<file path="src/rtl/flag_pkg.sv">
package flag_pkg;

  localparam int NUM_CTL  = 3;
  localparam int CTL_DIR  = 0;
  localparam int CTL_IE   = 1;
  localparam int CTL_TRAP = 2;

  typedef enum logic [2:0] {
    OP_ADD    = 3'd0,
    OP_SUB    = 3'd1,
    OP_LOGIC  = 3'd2,
    OP_SHIFT  = 3'd3,
    OP_ROTATE = 3'd4
  } op_class_e;

  typedef enum logic [2:0] {
    CMD_NONE     = 3'd0,
    CMD_SET_DIR  = 3'd1,
    CMD_CLR_DIR  = 3'd2,
    CMD_SET_IE   = 3'd3,
    CMD_CLR_IE   = 3'd4,
    CMD_SET_TRAP = 3'd5,
    CMD_CLR_TRAP = 3'd6
  } ctl_cmd_e;

  // strobes from control to datapath
  typedef struct packed {
    logic               wrArith;      // load all six arithmetic flags
    logic               wrCarryOnly;  // load carry only (rotate)
    logic               arithOp;      // add or subtract
    logic               isSub;        // subtract rule for overflow
    logic               shiftOp;      // carry comes from shifted-out bit
    logic [NUM_CTL-1:0] setCtl;
    logic [NUM_CTL-1:0] clrCtl;
  } flag_strobe_t;

  typedef struct packed {
    logic carry;
    logic parity;
    logic nibble;
    logic zero;
    logic sign;
    logic ovf;
  } arith_flags_t;

endpackage

</file>
<file path="src/rtl/flag_ctrl.sv">
module flag_ctrl
  import flag_pkg::*;
(
  input  logic [2:0]   opClass,
  input  logic         flagWe,
  input  logic [2:0]   ctrlCmd,
  output flag_strobe_t strobe
);

  always_comb begin
    strobe = '0;
    unique case (opClass)
      OP_ADD: begin
        strobe.wrArith = flagWe;
        strobe.arithOp = 1'b1;
      end
      OP_SUB: begin
        strobe.wrArith = flagWe;
        strobe.arithOp = 1'b1;
        strobe.isSub   = 1'b1;
      end
      OP_LOGIC: begin
        strobe.wrArith = flagWe;
      end
      OP_SHIFT: begin
        strobe.wrArith = flagWe;
        strobe.shiftOp = 1'b1;
      end
      OP_ROTATE: begin
        strobe.wrCarryOnly = flagWe;
        strobe.shiftOp     = 1'b1;
      end
      default: ;
    endcase

    unique case (ctrlCmd)
      CMD_SET_DIR:  strobe.setCtl[CTL_DIR]  = 1'b1;
      CMD_CLR_DIR:  strobe.clrCtl[CTL_DIR]  = 1'b1;
      CMD_SET_IE:   strobe.setCtl[CTL_IE]   = 1'b1;
      CMD_CLR_IE:   strobe.clrCtl[CTL_IE]   = 1'b1;
      CMD_SET_TRAP: strobe.setCtl[CTL_TRAP] = 1'b1;
      CMD_CLR_TRAP: strobe.clrCtl[CTL_TRAP] = 1'b1;
      default: ;
    endcase
  end

endmodule

</file>
<file path="src/rtl/flag_datapath.sv">
module flag_datapath
  import flag_pkg::*;
#(
  parameter int DATA_W = 16,
  parameter int BYTE_W = 8
) (
  input  logic               clk,
  input  logic               rstN,
  input  flag_strobe_t       strobe,
  input  logic [DATA_W-1:0]  opA,
  input  logic [DATA_W-1:0]  opB,
  input  logic [DATA_W-1:0]  res,
  input  logic               aluCarry,
  input  logic               shiftBit,
  input  logic               wideSel,
  output arith_flags_t       arithQ,
  output logic [NUM_CTL-1:0] ctlQ
);

  localparam int WIDE_MSB   = DATA_W - 1;
  localparam int NARROW_MSB = BYTE_W - 1;
  localparam int NIB_BIT    = BYTE_W / 2;

  logic         msbA, msbB, msbR;
  logic         zeroRes;
  logic [DATA_W-1:0] halfSum;
  arith_flags_t arithD;

  always_comb begin
    msbA    = wideSel ? opA[WIDE_MSB] : opA[NARROW_MSB];
    msbB    = wideSel ? opB[WIDE_MSB] : opB[NARROW_MSB];
    msbR    = wideSel ? res[WIDE_MSB] : res[NARROW_MSB];
    zeroRes = wideSel ? (res == '0) : (res[NARROW_MSB:0] == '0);
    halfSum = opA ^ opB ^ res;

    arithD.zero   = zeroRes;
    arithD.sign   = msbR;
    arithD.parity = ^res[NARROW_MSB:0];
    arithD.nibble = strobe.arithOp & halfSum[NIB_BIT];

    if (strobe.arithOp)      arithD.carry = aluCarry;
    else if (strobe.shiftOp) arithD.carry = shiftBit;
    else                     arithD.carry = 1'b0;

    if (!strobe.arithOp)   arithD.ovf = 1'b0;
    else if (strobe.isSub) arithD.ovf = (msbA != msbB) && (msbR != msbA);
    else                   arithD.ovf = (msbA == msbB) && (msbR != msbA);
  end

  always_ff @(posedge clk) begin
    if (!rstN) begin
      arithQ <= '0;
    end else if (strobe.wrArith) begin
      arithQ <= arithD;
    end else if (strobe.wrCarryOnly) begin
      arithQ.carry <= arithD.carry;
    end
  end

  for (genvar gi = 0; gi < NUM_CTL; gi++) begin : g_ctl
    always_ff @(posedge clk) begin
      if (!rstN)                   ctlQ[gi] <= 1'b0;
      else if (strobe.setCtl[gi])  ctlQ[gi] <= 1'b1;
      else if (strobe.clrCtl[gi])  ctlQ[gi] <= 1'b0;
    end
  end

endmodule

</file>
<file path="src/rtl/flag_keeper.sv">
module flag_keeper
  import flag_pkg::*;
#(
  parameter int DATA_W = 16,
  parameter int BYTE_W = 8
) (
  input  logic              clk,
  input  logic              rstN,
  input  logic [DATA_W-1:0] opA,
  input  logic [DATA_W-1:0] opB,
  input  logic [DATA_W-1:0] res,
  input  logic              aluCarry,
  input  logic [2:0]        opClass,
  input  logic              shiftBit,
  input  logic              wideSel,
  input  logic              flagWe,
  input  logic [2:0]        ctrlCmd,
  output logic              carryFlag,
  output logic              parityFlag,
  output logic              nibbleCarryFlag,
  output logic              zeroFlag,
  output logic              signFlag,
  output logic              overflowFlag,
  output logic              dirFlag,
  output logic              intEnFlag,
  output logic              trapFlag
);

  flag_strobe_t       strobe;
  arith_flags_t       arithQ;
  logic [NUM_CTL-1:0] ctlQ;

  flag_ctrl u_ctrl (
    .opClass (opClass),
    .flagWe  (flagWe),
    .ctrlCmd (ctrlCmd),
    .strobe  (strobe)
  );

  flag_datapath #(.DATA_W(DATA_W), .BYTE_W(BYTE_W)) u_dp (
    .clk      (clk),
    .rstN     (rstN),
    .strobe   (strobe),
    .opA      (opA),
    .opB      (opB),
    .res      (res),
    .aluCarry (aluCarry),
    .shiftBit (shiftBit),
    .wideSel  (wideSel),
    .arithQ   (arithQ),
    .ctlQ     (ctlQ)
  );

  assign carryFlag       = arithQ.carry;
  assign parityFlag      = arithQ.parity;
  assign nibbleCarryFlag = arithQ.nibble;
  assign zeroFlag        = arithQ.zero;
  assign signFlag        = arithQ.sign;
  assign overflowFlag    = arithQ.ovf;
  assign dirFlag         = ctlQ[CTL_DIR];
  assign intEnFlag       = ctlQ[CTL_IE];
  assign trapFlag        = ctlQ[CTL_TRAP];

endmodule

</file>
<file path="config.mk">
export PLATFORM = sky130hd
export DESIGN_NAME = flag_keeper
export DESIGN_NICKNAME = d
export VERILOG_FILES = /design/src/rtl/flag_pkg.sv /design/src/rtl/flag_ctrl.sv /design/src/rtl/flag_datapath.sv /design/src/rtl/flag_keeper.sv
export SDC_FILE = /design/constraint.sdc
export NUM_CORES = 1
export LEC_CHECK = 0
export ABC_AREA = 1
export BUFFER_PORTS_ARGS = -buffer_cell sky130_fd_sc_hd__buf_2
export CORE_MARGIN = 2
export CORE_UTILIZATION = 36
export CTS_CLUSTER_DIAMETER = 200
export DETAILED_ROUTE_END_ITERATION = 8
export GPL_TIMING_DRIVEN = 0
export PLACE_DENSITY = 0.86
export SLEW_MARGIN = 20
export SYNTH_ARGS = -nofsm -noshare
export SYNTH_HDL_FRONTEND = slang
export SYNTH_SLANG_ARGS = --single-unit
</file>
<file path="constraint.sdc">
create_clock -name clk -period 1.6 [get_ports clk]
set_input_delay 0.08 -clock clk [delete_from_list [all_inputs] [get_ports clk]]
set_output_delay 0.08 -clock clk [all_outputs]
set_load 0.01 [all_outputs]
</file>
# Word level (Yosys, flattened, before mapping)
# Cells that the tools add are included.
dict set report classes {
  bitwise_logic 3
  mux 27
  eq_ne 13
  reduce_logical 13
}
# operator n
set ops {}
lappend ops {{$mux 1} 27}
lappend ops {{$logic_not 16->1} 1}
lappend ops {{$eq 3x2->1 const B} 4}
lappend ops {{$eq 3x3->1 const B} 4}
lappend ops {{$xor 5x5->5} 2}
lappend ops {{$logic_not 8->1} 1}
lappend ops {{$reduce_bool 2->1} 4}
lappend ops {{$reduce_xor 8->1} 1}
lappend ops {{$eq 3x1->1 const B} 2}
lappend ops {{$reduce_or 2->1} 2}
lappend ops {{$reduce_or 4->1} 1}
lappend ops {{$logic_not 3->1} 1}
lappend ops {{$logic_and 1x1->1} 2}
lappend ops {{$ne 1x1->1} 2}
lappend ops {{$and 1x1->1} 1}
lappend ops {{$eq 1x1->1} 1}
dict set report word_totals {
  reg_bits 9
  wordCells 65
  in_bits 60
}

# Logic depth before layout (Yosys ltp)
dict set report logic_depth {
  ltp_word 7
  depth_mapped 8
  ltp_nobuf 8
}

# By module
# A second synthesis with hierarchy kept.
dict set report unflattened {
  hier_cells 112
  area_unflattened_um2 676.9
}
# mod area_per_inst_um2 n_inst cells_per_inst
set modules_own_cells {}
lappend modules_own_cells {flag_datapath 593.1 1 92}
lappend modules_own_cells {flag_ctrl 83.8 1 20}

# Worst setup path before layout
# No wires, ideal clock.
dict set report synth_path {
  path_kind {input-to-reg}
  startpoint {input res[4]}
  endpoint {register, netlist name u_dp.arithQ[4]}
  cell_stages 6
  setup_time_ns 0.115
  arrival_time_ns 0.841
  path_slack_ns 0.644
  n_path_buf 0
  cell_sequence {inv_1 ha_1 xor2_1 xnor2_1 o21ai_0 inv_1}
}
dict set report synth_between {
  elab_chain_len 1
}
# item line_no
set synth_lines {}
lappend synth_lines {{start: declaration} flag_keeper.sv:11} ;# input logic [DATA_W-1:0] res,
lappend synth_lines {{$reduce_xor 8->1} flag_datapath.sv:38} ;# arithD.parity = ^res[NARROW_MSB:0];
# Every way passes these cells.
# A chain may end at the register's enable or synchronous reset.

# Worst setup path in the final report
dict set report layout_path {
  startpoint {input res[4]}
  endpoint {register, netlist name u_dp.arithQ[4]}
}
dict set report layout_between {
  elab_chain_len 1
}
# item line_no
set layout_lines {}
lappend layout_lines {{$reduce_xor 8->1} flag_datapath.sv:38}
# Every way passes these cells.

==> run metrics <==
Final Non-Filler Cells 162; drt wl/cell 8.691 µm; Adder-Cell Fraction of Synth Area 7.828%; CTS Sinks 9; compound-gate portion of the synthesized area 15.46%; Post-synth top cells nand2_1 (25), inv_1 (19), nor2_1 (10); number of library cell types mapped by synthesis 20; top post-synthesis cells by area dfxtp_1 (28%), nand2_1 (15%), inv_1 (11%); register area share after synthesis 28.18%; Final Instance Area 897.1 µm²; minimum clock period 821.6 ps; core area 0.001689 mm²; postcts setup bufs 0; Primary FF master, synth dfxtp_1; Final nets 210; Max-Cap Viols 0; HP Class input port to flip-flop; count leader, synth nand2_1; number of antenna violations at the first check in global routing 0; count of final hold-check violations 0; VDD IR-drop max 0.2995 mV; Max clock buf depth 2; final wirelength 1408 µm; Post-Syn Instances 99; Placed Cells 158; asr flop ratio synth 0%; largest area contributor in the netlist dfxtp_1; DRC Markers 0; Top Usage Layer GRT met2; CTS root buf clkbuf_4; CTS tree done; DRT antenna net count 0; Post-DP HPWL 1273 µm; Reg2Reg Setup Slack 950 ps; met1 Track Usage GR 15.53%; Die Ht 46.14 µm; hold_buf cts 0; worst-margin pin slew 208.6 ps; Mapped Nets 163; pin count of the biggest net entering global routing 8; number of synthesized flops with an enable pin 0; period utilization 51.35%; first-pass GRT wire length 2221 µm; total track usage 14.24%; Worst Skew 0 ps; setup repair after global routing missed its margin false; Die W 46.14 µm; Reg clk slew, reported paths 60 ps; fmax 1.217 GHz; # IOs 69; critical path type input port to flip-flop; Initial Util 37.85%; final setup vio count 0; Crit Path Max Fanout 2; I/O Buffers 42; simple-gate portion of the synthesized area 29.94%; first-pass iteration count of the detailed router 2; 1st-iter DRT viols 3; synthesized area per cell 6.458 µm²; Setup TNS Final 0 ps; post-synth top area share 28.18%; Via Count 760; grt total ovfl 0; PwrDens 648.3 mW/mm²; # fillers 179; Worst setup SP type input port; ratio of cells with drive above 1 in the final layout 34.48%; Yosys reg bits 9; CTS buffer count 3; vias in the first global route 632; largest family of logic cells by synthesized area simple AND/OR/NAND/NOR gates; WP data required 1750 ps; P_leak 0.5307 nW; routability cong. 0.7459; die footprint 0.002129 mm²; GR Layer Usage met2 26.11%; Pwr Total 0.5816 mW; clk_lat worst skew 250 ps; PostCTS Resize Cnt 0; Final Max Slew Viols 0; crit end category flip-flop; Via density 4.691; synthesized cell area 639.4 µm²; mux contribution to synthesized area 0%; met3 Use GR 2.353%; arrival time of the worst setup path 970 ps; H-Tree Level Count 1; Slew headroom 85.97%; warnings from Yosys 0; Area after DPL 870.8 µm²; xor and xnor area share after synthesis 6.849%; area grow syn2layout 40.31%; status finished clean; final antenna diode count 0; row cnt 15
==> critical path, cell delays in order <==
cell and delay, ps:
buf_2 70, inv_1 50, ha_1 300, xor2_1 150
xnor2_1 130, o21ai_0 140, inv_1 50
==> cell families after synthesis <==
kind of cell,count (synthesis)
simple gates,45
xor+xnor,5
buf+inv,20
flops,9
compound gates,16
fa+ha+maj,4
==> layout by cell type (no fill, tap or decap) <==
master | synthesis | routed
a21o_2 | 1 | 1
a21oi_1 | 4 | 4
a21oi_2 | 1 | 1
a31oi_1 | 3 | 3
buf_2 | 0 | 42
clkbuf_1 | 0 | 1
clkbuf_4 | 0 | 3
dfxtp_1 | 9 | 9
ha_1 | 4 | 4
inv_1 | 19 | 19
inv_2 | 1 | 1
nand2_1 | 25 | 25
nand3_1 | 4 | 4
nand4_1 | 2 | 2
nor2_1 | 10 | 10
nor2_2 | 1 | 1
nor2_4 | 1 | 1
nor3_1 | 2 | 2
o211ai_1 | 1 | 1
o21ai_0 | 4 | 4
o31ai_1 | 2 | 2
xnor2_1 | 3 | 3
xor2_1 | 2 | 2
==> final cells by class <==
class | instances | area [µm²] | share of cell area (%)
Inverter | 20 | 75.07 | 8.368
Timing Repair Buffer | 42 | 210.2 | 23.43
Sequential cell | 9 | 180.2 | 20.08
Multi-Input combinational cell | 70 | 384.1 | 42.82
Clock buffer | 4 | 26.28 | 2.929
Tap cell | 17 | 21.27 | 2.371
==> state kept, by name, summed over array words and instances (netlist names) <==
register	count
u_dp.ctlQ	3
u_dp.arithQ	6
==> worst paths after layout <==
kind	start	to	cells past startpoint
setup / recovery	res[4]	u_dp.arithQ[4]	7
hold / removal	aluCarry	u_dp.arithQ[5]	3
setup reg to reg	u_dp.arithQ[4]	u_dp.arithQ[4]	4
hold reg to reg	u_dp.arithQ[3]	u_dp.arithQ[3]	2
==> metal layers <==
metal,up-vias,wire length [µm]
met4,0,19
met5,-,0
met1,317,596
li1,407,-
met2,34,679
met3,2,113
==> through the flow <==
stage / util, % / hold slack [ps] / setup WS, ps
2_1_floorplan: - / 218.3 / 643.9
3_3_place_gp: 51.56 / 359.3 / 524.0
3_5_place_dp: 51.56 / 353.9 / 502.6
4_1_cts: 53.11 / 82.48 / 772.5
5_1_grt: 53.11 / 105.7 / 709.5
6_report: 53.11 / 87.79 / 778.4
==> power by group <==
part           internal (mW)  total [mW]  switching (mW)
registers              0.237       0.243         0.00573
logic                 0.0815       0.169          0.0872
clock network         0.0958       0.170          0.0740
(Power assumes the default switching activity.)
